==> src/rtl/madd_pkg.sv <==
package madd_pkg;
  typedef enum logic {
    ST_IDLE = 1'b0,
    ST_RUN  = 1'b1
  } madd_state_e;

  function automatic int unsigned cnt_width(input int unsigned n);
    return (n > 1) ? $clog2(n) : 1;
  endfunction
endpackage

==> src/rtl/madd_ctrl.sv <==
module madd_ctrl
  import madd_pkg::*;
#(
  parameter int unsigned STEPS = 64
) (
  input  logic clk_i,
  input  logic rst_ni,
  input  logic start_i,
  output logic load_o,
  output logic step_o,
  output logic last_o,
  output logic busy_o,
  output logic done_o
);
  localparam int unsigned CNT_W = cnt_width(STEPS);
  localparam logic [CNT_W-1:0] CNT_LAST = CNT_W'(STEPS - 1);

  madd_state_e state_q, state_d;
  logic [CNT_W-1:0] cnt_q;
  logic done_q;

  always_comb begin
    load_o  = 1'b0;
    step_o  = 1'b0;
    last_o  = 1'b0;
    state_d = state_q;
    unique case (state_q)
      ST_IDLE: begin
        load_o = start_i;
        if (start_i) state_d = ST_RUN;
      end
      ST_RUN: begin
        step_o = 1'b1;
        last_o = (cnt_q == CNT_LAST);
        if (last_o) state_d = ST_IDLE;
      end
      default: state_d = ST_IDLE;
    endcase
  end

  always_ff @(posedge clk_i or negedge rst_ni) begin
    if (!rst_ni) begin
      state_q <= ST_IDLE;
      cnt_q   <= '0;
      done_q  <= 1'b0;
    end else begin
      state_q <= state_d;
      done_q  <= step_o & last_o;
      if (load_o)      cnt_q <= '0;
      else if (step_o) cnt_q <= cnt_q + 1'b1;
    end
  end

  assign busy_o = (state_q == ST_RUN);
  assign done_o = done_q;
endmodule

==> src/rtl/madd_pp.sv <==
module madd_pp #(
  parameter int unsigned ACC_W     = 128,
  parameter int unsigned STEP_BITS = 1
) (
  input  logic [ACC_W-1:0]     mcand_i,
  input  logic [STEP_BITS-1:0] digit_i,
  output logic [ACC_W-1:0]     pp_o
);
  logic [ACC_W-1:0] term [STEP_BITS];

  for (genvar j = 0; j < STEP_BITS; j++) begin : g_term
    assign term[j] = digit_i[j] ? (mcand_i << j) : '0;
  end

  always_comb begin
    pp_o = '0;
    for (int j = 0; j < STEP_BITS; j++) pp_o = pp_o + term[j];
  end
endmodule

==> src/rtl/madd_datapath.sv <==
module madd_datapath #(
  parameter int unsigned DATA_W    = 64,
  parameter int unsigned STEP_BITS = 1
) (
  input  logic                  clk_i,
  input  logic                  rst_ni,
  input  logic                  load_i,
  input  logic                  step_i,
  input  logic [DATA_W-1:0]     a_i,
  input  logic [DATA_W-1:0]     b_i,
  input  logic [DATA_W-1:0]     c_i,
  output logic [2*DATA_W-1:0]   sum_o
);
  localparam int unsigned ACC_W = 2 * DATA_W;

  logic [ACC_W-1:0]  acc_q, mcand_q, pp;
  logic [DATA_W-1:0] mplier_q;

  madd_pp #(.ACC_W(ACC_W), .STEP_BITS(STEP_BITS)) u_pp (
    .mcand_i (mcand_q),
    .digit_i (mplier_q[STEP_BITS-1:0]),
    .pp_o    (pp)
  );

  assign sum_o = acc_q + pp;

  // addend preloaded into the accumulator; multiplicand walks left
  always_ff @(posedge clk_i or negedge rst_ni) begin
    if (!rst_ni) begin
      acc_q    <= '0;
      mcand_q  <= '0;
      mplier_q <= '0;
    end else if (load_i) begin
      acc_q    <= {{DATA_W{1'b0}}, c_i};
      mcand_q  <= {{DATA_W{1'b0}}, a_i};
      mplier_q <= b_i;
    end else if (step_i) begin
      acc_q    <= sum_o;
      mcand_q  <= mcand_q << STEP_BITS;
      mplier_q <= mplier_q >> STEP_BITS;
    end
  end
endmodule

==> src/rtl/madd_chain_unit.sv <==
module madd_chain_unit #(
  parameter int unsigned DATA_W    = 64,
  parameter int unsigned STEP_BITS = 1
) (
  input  logic              clk_i,
  input  logic              rst_ni,
  input  logic              start_i,
  input  logic [DATA_W-1:0] a_i,
  input  logic [DATA_W-1:0] b_i,
  input  logic [DATA_W-1:0] c_i,
  output logic              busy_o,
  output logic              done_o,
  output logic [DATA_W-1:0] lo_o,
  output logic [DATA_W-1:0] hi_o
);
  localparam int unsigned STEPS = DATA_W / STEP_BITS;

  logic load, step, last;
  logic [2*DATA_W-1:0] sum;
  logic [DATA_W-1:0] lo_q, hi_q;

  madd_ctrl #(.STEPS(STEPS)) u_ctrl (
    .clk_i   (clk_i),
    .rst_ni  (rst_ni),
    .start_i (start_i),
    .load_o  (load),
    .step_o  (step),
    .last_o  (last),
    .busy_o  (busy_o),
    .done_o  (done_o)
  );

  madd_datapath #(.DATA_W(DATA_W), .STEP_BITS(STEP_BITS)) u_dp (
    .clk_i  (clk_i),
    .rst_ni (rst_ni),
    .load_i (load),
    .step_i (step),
    .a_i    (a_i),
    .b_i    (b_i),
    .c_i    (c_i),
    .sum_o  (sum)
  );

  always_ff @(posedge clk_i or negedge rst_ni) begin
    if (!rst_ni) begin
      lo_q <= '0;
      hi_q <= '0;
    end else if (step && last) begin
      lo_q <= sum[DATA_W-1:0];
      hi_q <= sum[2*DATA_W-1:DATA_W];
    end
  end

  assign lo_o = lo_q;
  assign hi_o = hi_q;
endmodule

==> config.mk <==
export PLATFORM = sky130hd
export DESIGN_NAME = madd_chain_unit
export DESIGN_NICKNAME = d
export VERILOG_FILES = /design/src/rtl/madd_pkg.sv /design/src/rtl/madd_ctrl.sv /design/src/rtl/madd_pp.sv /design/src/rtl/madd_datapath.sv /design/src/rtl/madd_chain_unit.sv
export SDC_FILE = /design/constraint.sdc
export NUM_CORES = 1
export LEC_CHECK = 0
export ABC_CLOCK_PERIOD_IN_PS = 4200
export BUFFER_PORTS_ARGS = -buffer_cell sky130_fd_sc_hd__buf_2
export CAP_MARGIN = 20
export CORE_MARGIN = 2
export CORE_UTILIZATION = 60
export CTS_CLUSTER_DIAMETER = 120
export DETAILED_ROUTE_END_ITERATION = 10
export PLACE_DENSITY = 0.82
export RECOVER_POWER = 50
export SLEW_MARGIN = 20
export SYNTH_ARGS = -nofsm -noshare
export SYNTH_HDL_FRONTEND = slang
export SYNTH_SLANG_ARGS = --single-unit
==> constraint.sdc <==
create_clock -name clk_i -period 4.2 [get_ports clk_i]
set_input_delay 1.26 -clock clk_i [delete_from_list [all_inputs] [get_ports clk_i]]
set_output_delay 1.26 -clock clk_i [all_outputs]
set_load 0.02 [all_outputs]
# After elaboration in Yosys (flattened, before gate mapping)
# Cells that the tools add are included.
# totals
out_inout_bits,130
elab_cells,30
reg_bits,456
input_bits,195
romBits,0
n_memories,0
latch_bits,0
mem_bits_rw,0
# classes
multipliers,0
n_eq_ne,1
mux,15
n_lt_le_gt_ge,0
n_bitwise,2
add_sub_neg,2
shifts,0
div_mod_pow,0
n_reduce_logical,2
# op_table
cell,n
128-bit two-way mux,5
128-bit adder,1
64-bit two-way mux,2
6-bit two-way mux,2
"6-bit by 1-bit adder with 6-bit output, second input constant",1
"6-bit == test, second input constant",1
1-bit two-way mux,5
1-bit case mux with 2 select lines,1
2-bit nonzero test,1
1-bit AND,1
1-bit logical AND,1
1-bit NOT,1

# Longest topological paths before layout
# Gate-level depths: netlist of run 1.
# logic_depth
word_depth,4
mapped_depth,17
mapped_depth_nobuf,15

# Cells and area by module
# Synthesis of run 1 repeated with hierarchy kept, for this count alone.
# hier_totals
hier_cells,3137
area_unflattened_um2,29743.5
# by_module_without_submodules
mod,area_per_inst_um2,cells_per_inst,instances,seq_area_each_um2
madd_datapath,23007.1,2688,1,8007.7
madd_chain_unit,5355.1,271,1,3203.1
madd_pp,988.4,142,1,0.0
madd_ctrl,392.9,36,1,200.2

# Worst setup path before layout of run 1
# OpenSTA, ideal clock, no wires.
# synth_timing
path_type,reg-to-reg
from,register u_dp.mplier_q[0]
to,register hi_q[59] (netlist: hi_o[59])
slack_ns,0.541
stages_incl_launch_ff,17
required_ns,4.075
arrival_time_ns,3.535
path_cell_list,dfrtp_1 clkbuf_1 clkbuf_1 and2_1 ha_1 clkbuf_1 nand4_1 or4_1 o22ai_2 o211ai_2 a21oi_2 o21ai_2 a311oi_2 nor3_1 o31a_1 xnor2_1 mux2_2
# synth_via
elab_chain_len,2
# synth_lines
item,line_no,text
start: declaration,madd_datapath.sv:17,logic [DATA_W-1:0] mplier_q;
start signal: assignment,madd_datapath.sv:36,mplier_q <= b_i;
start signal: assignment,madd_datapath.sv:40,mplier_q <= mplier_q >> STEP_BITS;
128-bit two-way mux,madd_pp.sv:12,assign term[j] = digit_i[j] ? (mcand_i << j) : '0;
128-bit adder,madd_datapath.sv:25,assign sum_o = acc_q + pp;
end signal: assignment,madd_chain_unit.sv:50,hi_q <= sum[2*DATA_W-1:DATA_W];
end: declaration,madd_chain_unit.sv:20,"logic [DATA_W-1:0] lo_q, hi_q;"
# No other way between the ends.
# A chain may end at the register's enable or synchronous reset.

# Final worst setup path of run 1
# layout_timing
from,register u_dp.mplier_q[0]
to,register hi_q[58] (netlist: hi_o[58])
# Same word-level chain as after synthesis.

==> run summary, run 1 <==
outcome: complete, but fails checks
failing checks: max-capacitance violations, max-slew violations
CTS tree: yes
Setup crit end kind: flop
initial antenna violation count: 10
end point of the critical path: hi_o[58]$_DFFE_PN0P_
crit share post-route: 96.68%
CP Buf/Inv Count: 1
fin area: 31980 µm²
Max Root-Sink Buffers: 3
drt pass-1 iters: 8
Worst Tran Pin Value: 2.690 ns
Final setup viols: 0
final hold vios: 0
WL/cell: 20.21 µm
Max VDD drop: 0.0005310 V
setup bufs post-CTS: 0
Critical Path AT: 4.56 ns
Cells after Synth: 3175
core area: 45480 µm²
input/output buffers: 324
layout cell share with drive strength beyond 1: 16.70%
CP peak stage delay: 0.47 ns
initial cell density of the core: 61.05%
Worst path top cell family by delay: compound AO/OA/AOI/OAI gates
mean number of vias per cell: 6.131
CTS Sinks: 456
average cell area after synthesis: 8.745 µm²
Post-synth EDFFs: 0
Worst Skew: 0.01941 ns
die area: 48010 µm²
placed inst area: 30320 µm²
leak pwr: 15.67 nW
Seq/Total Area, Yosys: 41.10%
antenna-violating nets left: 0
startpoint types: flop
Tmin final: 4.061 ns
worst reg2reg setup slack: 0.14 ns
global-route wire length before repair: 131500 µm
synth-to-layout area growth: 15.17%
Distinct cells, synth: 77
Crit path depth: 16
Post-synth ARST share: 100.0%
crit path cell chain: and2_1 -> ha_1 -> fa_1 -> a21oi_2 -> o211ai_1 -> nand4b_1 -> nand2_1 -> and3_1 -> o41ai_4 -> nand2_2 -> a211oi_2 -> buf_4 -> o211a_1 -> o31ai_1 -> xor2_1 -> mux2_2
reg2reg end: hi_o[58]$_DFFE_PN0P_
Final Max Slew Viols: 203
GPL Wtd Cong: 0.9858
1st-iter DRT viols: 2378
synthesized flop and latch total: 456
post-synth top area share: 41.10%
r2r startpoint: u_dp.mplier_q[0]$_DFFE_PN0P_
post-synthesis cell type with the largest combined area: dfrtp_1
Top FF cell, synth: dfrtp_1
top cells by area, synth: dfrtp_1 (41%), nand2_1 (7.6%), o21ai_0 (6.4%)
Die Y: 219.1 µm
CP Max Fanout: 7
crit path launch: u_dp.mplier_q[0]$_DFFE_PN0P_
RSZ-0062 raised after global routing: true
Crit Path Class: reg2reg
vias in the first global route: 24830
DRC violations left: 0
Worst Hold Class: reg2reg
DR vias: 25060
Num CTS Buffers: 49
final net count: 3771
filler instances: 3620
post-synthesis cell area: 27760 µm²
die extent in x: 219.1 µm
Pwr Density: 888.8 nW/µm²
Yosys warnings: 0
Slew HR: -79.35%
row count: 78
max cap viols: 3
total grt overflow: 0
fmax: 246.3 MHz
Required @ worst endpoint: 4.70 ns
htree depth: 2
Synth Net Count: 3499
total track usage: 34.32%
Worst Hold Margin: 0.4621 ns
largest net degree at the start of global routing: 181
Register-to-Register Path Depth: 16
DP Wirelength: 60880 µm
clock transition at the registers of the reported paths: 0.06 ns
drt total wl: 82600 µm
clock latency on the worst-skew pair: 0.62 ns
IO Count: 325
clk root buf: clkbuf_16
slowest stage cell on the critical path: dfrtp_2
-- where the power goes --
group | internal [mW] | switching (mW)
logic | 6.27 | 9.83
registers | 6.44 | 1.43
clock network | 2.55 | 1.90
total | 15.3 | 13.2
-- state kept, by name (all words and copies together) (netlist names) --
register,cells
u_dp.acc_q,128
u_dp.mcand_q,128
hi_o,64
lo_o,64
u_dp.mplier_q,64
u_ctrl.cnt_q,6
u_ctrl.busy_o,1
u_ctrl.done_o,1
-- repair_timing --
item | 4_1_cts | 5_1_grt
hold endpoints to repair | 0 | 0
resized for setup | 2 | 19
endpoints found under the setup margin | 8 | 50
pin swaps | 0 | 6
hold buffers | 0 | 0
-- cell families (layout without fill, tap and decap cells) --
family | Yosys count | after routing | synth area share [%]
DFF | 456 | 456 | 41.10
xor gates and xnor gates | 128 | 128 | 4.038
adders and majority gates | 129 | 129 | 5.840
AOI/OAI and AO/OA | 947 | 947 | 20.97
buffers and inverters | 259 | 569 | 3.601
other | 0 | 2 | 0
muxes | 163 | 163 | 5.985
and+or+nand+nor | 1093 | 1093 | 18.47
-- area by class of cell --
type                    instances  area, µm²  area share, %
diodes                          2      5.005        0.01565
repair buffers                429       2509          7.845
well taps                     600      750.7          2.348
clock buffers                  69       1411          4.414
inverters                      51      191.4         0.5987
clock inverters                20      239.0         0.7473
multi-input cells            2460      15450          48.33
flip-flops and latches        456      11420          35.70
-- worst register-to-register path: cells and delay by family, from the launching register on --
| kind | cells | cell delay [ns] |
|---|---|---|
| AO/OA/AOI/OAI | 6 | 1.29 |
| AND/OR/NAND/NOR | 5 | 0.94 |
| adder cells (fa/ha/maj) | 2 | 0.62 |
| flip-flops | 1 | 0.47 |
| multiplexers | 1 | 0.28 |
| buffers and inverters | 1 | 0.17 |
| XOR/XNOR | 1 | 0.17 |
-- cells in the mapped netlist (all sizes together) (9+ instances only) --
cell type	number
o21bai	41
nor2	109
a21oi	253
a31oi	19
a22o	64
ha	128
xor2	49
o21ai	377
clkbuf	173
nand2	565
mux2i	142
nand2b	75
a21o	47
a211oi	63
buf	35
nand3	24
nor3	22
o31ai	14
nor4	10
nand4	63
or3	9
mux2	21
and2	134
nor2b	61
inv	51
a21boi	12
xnor2	79
o21a	17
dfrtp	456
-- per-layer routing --
metal  global-route usage, %  share of wire (%)  vias to the layer above
met4                   12.39                3.5                       12
li1                        -                  -                    11690
met3                   5.821                6.8                      219
met2                   57.06                 48                      958
met5                       0               0.11                        -
met1                   45.30                 42                    12180
-- worst min-delay path by stage --
stage	end	from	depth (start not counted)	slack, ns
after floorplan	u_dp.mplier_q[0]$_DFFE_PN0P_	u_dp.mplier_q[1]$_DFFE_PN0P_	2	0.45
after global placement	hi_o[35]$_DFFE_PN0P_	hi_o[35]$_DFFE_PN0P_	2	0.45
after detailed placement	hi_o[53]$_DFFE_PN0P_	hi_o[53]$_DFFE_PN0P_	2	0.45
after CTS	hi_o[53]$_DFFE_PN0P_	hi_o[53]$_DFFE_PN0P_	2	0.46
after global routing	hi_o[53]$_DFFE_PN0P_	hi_o[53]$_DFFE_PN0P_	2	0.48
final	hi_o[53]$_DFFE_PN0P_	hi_o[53]$_DFFE_PN0P_	2	0.46
-- metrics by stage --
stage               std cells  utilization (%)  power (mW)  setup WS [ns]  setup TNS, ns
floorplan                3175                -       18.37         0.5405              0
global placement         3996            66.66       23.16      -0.002983      -0.002983
detailed placement       3996            66.66       23.58       -0.07299        -0.2320
CTS                      4085            70.33       28.21       0.004791              0
global route             4086            70.31       30.35       -0.04668        -0.1901
finish                   4087            70.31       28.42         0.1393              0
-- placed cells by master, fill, tap and decap left out, drive strengths merged, types with 19 or more instances in the layout --
master and n:
mux2 21, nand2 565, inv 55, nor2b 61, nor3 22, a22o 64, xnor2 79, buf 418
nand3 24, o21bai 41, a21o 47, nand4 63, ha 128, nor2 109, a21oi 253, a211oi 63
xor2 49, o21ai 377, clkbuf 79, a31oi 19, dfrtp 456, and2 134, mux2i 142, nand2b 75
Power figures use the tool's default switching activity.
==> run 2, diff against run 1 <==
--- a/config.mk
+++ b/config.mk
@@ -8,6 +8,7 @@
 export ABC_CLOCK_PERIOD_IN_PS = 4200
 export BUFFER_PORTS_ARGS = -buffer_cell sky130_fd_sc_hd__buf_2
 export CAP_MARGIN = 20
+export CORE_ASPECT_RATIO = 0.7
 export CORE_MARGIN = 2
 export CORE_UTILIZATION = 60
 export CTS_CLUSTER_DIAMETER = 120
==> run 2 against run 1 <==
Net effect: the run still ends with max-capacitance violations, max-slew violations left; clock power is 7.6% lower; via count is 0.72% higher; critical path depth is 1 lower; combinational power hardly changed; sequential power is 0.5% higher; highest routed layer unchanged; cell area is 0.38% lower; routed wire length is 4.8% higher; register-to-register slack hardly changed; core utilization is 0.12 points lower; non-clock buffer count is 4 higher; count of clock-buffer cells in the layout is 3 lower; worst setup slack better by 0.0047 ns.
==> run summary, run 2 (synthesis gave the netlist of run 1 again) <==
outcome: complete, but fails checks
failing checks: max-capacitance violations, max-slew violations
biggest regs: u_dp.acc_q: 128 flops, u_dp.mcand_q: 128 flops
Max Root-Sink Buffers: 3
Worst Tran Pin Value: 2.349 ns
row count: 65
Required @ worst endpoint: 4.67 ns
antenna-violating nets left: 0
WL/cell: 21.18 µm
input/output buffers: 324
die extent in x: 261.1 µm
Num CTS Buffers: 44
placed inst area: 30330 µm²
GPL Wtd Cong: 0.9833
clock latency on the worst-skew pair: 0.60 ns
DP Wirelength: 64720 µm
max cap viols: 2
fmax: 246.5 MHz
global-route wire length before repair: 135700 µm
commonest non-fill, non-tap cell in the layout: nand2_1
filler instances: 3570
Die Y: 184.0 µm
CP Max Fanout: 49
initial antenna violation count: 11
Crit Path Class: reg2reg
DR vias: 25240
Worst Skew: 0.02864 ns
initial cell density of the core: 61.18%
total track usage: 35.83%
most frequent cells in the layout: nand2_1 (563), dfrtp_1 (455), o21ai_0 (351)
1st-iter DRT viols: 2713
layout cell share with drive strength beyond 1: 17.02%
Placement Setup Slack: -0.03935 ns
Max VDD drop: 0.0004657 V
largest net degree at the start of global routing: 221
IO Count: 325
final hold vios: 0
Pwr Density: 892.6 nW/µm²
Final Max Slew Viols: 134
drt total wl: 86580 µm
final core occ: 70.19%
synth-to-layout area growth: 14.73%
die area: 48040 µm²
core area: 45380 µm²
Worst Hold Class: reg2reg
CTS Sinks: 456
htree depth: 2
leak pwr: 15.57 nW
final net count: 3770
total grt overflow: 0
drt pass-1 iters: 8
startpoint types: flop
Final WS setup: 0.1440 ns
Setup crit end kind: flop
Slew HR: -56.57%
clk root buf: clkbuf_16
Final setup viols: 0
DRC violations left: 0
hold depth: 2
mean number of vias per cell: 6.173
crit share post-route: 96.57%
CTS tree: yes
fin area: 31850 µm²
# hold bufs at CTS: 0
Register-to-Register Path Depth: 15
Critical Path AT: 4.52 ns
vias in the first global route: 24280
Tmin final: 4.056 ns
clock transition at the registers of the reported paths: 0.07 ns
==> run 2: changes by cell type in the layout (fill, tap and decap cells not counted), sizes merged <==
cell | previous run | this run
bufinv | 3 | 2
inv | 55 | 53
clkinv | 8 | 7
clkbuf | 79 | 82
clkinvlp | 5 | 2
dlymetal6s4s | 1 | 0
diode | 2 | 6
buf | 418 | 417
==> run 2: final cells by class <==
type	instances	area, µm²	share of cell area [%]
Multi-Input combinational cell	2460	15540	48.77
Sequential cell	456	11410	35.83
Timing Repair Buffer	433	2501	7.852
Clock buffer	66	1294	4.061
Tap cell	603	754.5	2.369
Inverter	51	191.4	0.6010
Clock inverter	13	150.1	0.4713
Antenna cell	6	15.01	0.04713
==> run 2: metal layers <==
layer / GRT usage (%) / vias to the layer above / wire length [µm]
met4: 8.432 / 8 / 2064
met2: 52.39 / 1070 / 36760
li1: - / 11670 / -
met3: 7.237 / 152 / 7241
met5: 0 / - / 54
met1: 54.49 / 12340 / 40460
==> run 2: final timing paths <==
kind / from / to / slack [ns]
worst max-delay path: u_dp.mplier_q[0]$_DFFE_PN0P_ / hi_o[0]$_DFFE_PN0P_ / 0.14
worst min-delay path: hi_o[28]$_DFFE_PN0P_ / hi_o[28]$_DFFE_PN0P_ / 0.47
worst max register to register: u_dp.mplier_q[0]$_DFFE_PN0P_ / hi_o[0]$_DFFE_PN0P_ / 0.14
worst min register to register: hi_o[28]$_DFFE_PN0P_ / hi_o[28]$_DFFE_PN0P_ / 0.47
max in group asynchronous: rst_ni / lo_o[59]$_DFFE_PN0P_ / 0.62
min in group asynchronous: rst_ni / u_dp.mplier_q[18]$_DFFE_PN0P_ / 1.34
==> run 2: timing repair <==
action | CTS | global route
cloned | 0 | 0
hold endpoints to repair | 0 | 0
buffers inserted | 0 | 1
pin swaps | 0 | 9
setup endpoints to repair | 5 | 42
resized for setup | 5 | 41
==> run 2: critical path, cell delays in order, from the launching register on <==
cell and delay [ns]:
dfrtp_2 0.46, buf_12 0.19, and2_1 0.16, ha_1 0.33, a21o_1 0.23, a21o_1 0.18, a21o_1 0.20, a41oi_2 0.17
or3b_4 0.46, a21bo_1 0.23, a21o_1 0.24, a21oi_2 0.20, o21bai_1 0.20, a21oi_2 0.20, xnor2_1 0.15, mux2_2 0.31
==> run 2: power breakdown <==
part | switching [mW] | total (mW) | leakage [nW] | internal, mW
combinational | 10.1 | 16.4 | 9.09 | 6.29
sequential | 1.47 | 7.91 | 5.77 | 6.44
clock | 1.84 | 4.11 | 0.708 | 2.27
total | 13.4 | 28.4 | 15.6 | 15.0
==> run 2: through the flow <==
| step | total power, mW | cells | TNS, ns | hold WS, ns |
|---|---|---|---|---|
| after floorplan | 18.37 | 3175 | 0 | 0.4523 |
| after global placement | 23.23 | 4002 | -0.01541 | 0.4506 |
| after detailed placement | 23.69 | 4002 | -0.09459 | 0.4577 |
| after CTS | 27.94 | 4081 | 0 | 0.4738 |
| after global routing | 30.29 | 4085 | -0.01417 | 0.4858 |
| final | 28.43 | 4088 | 0 | 0.4707 |
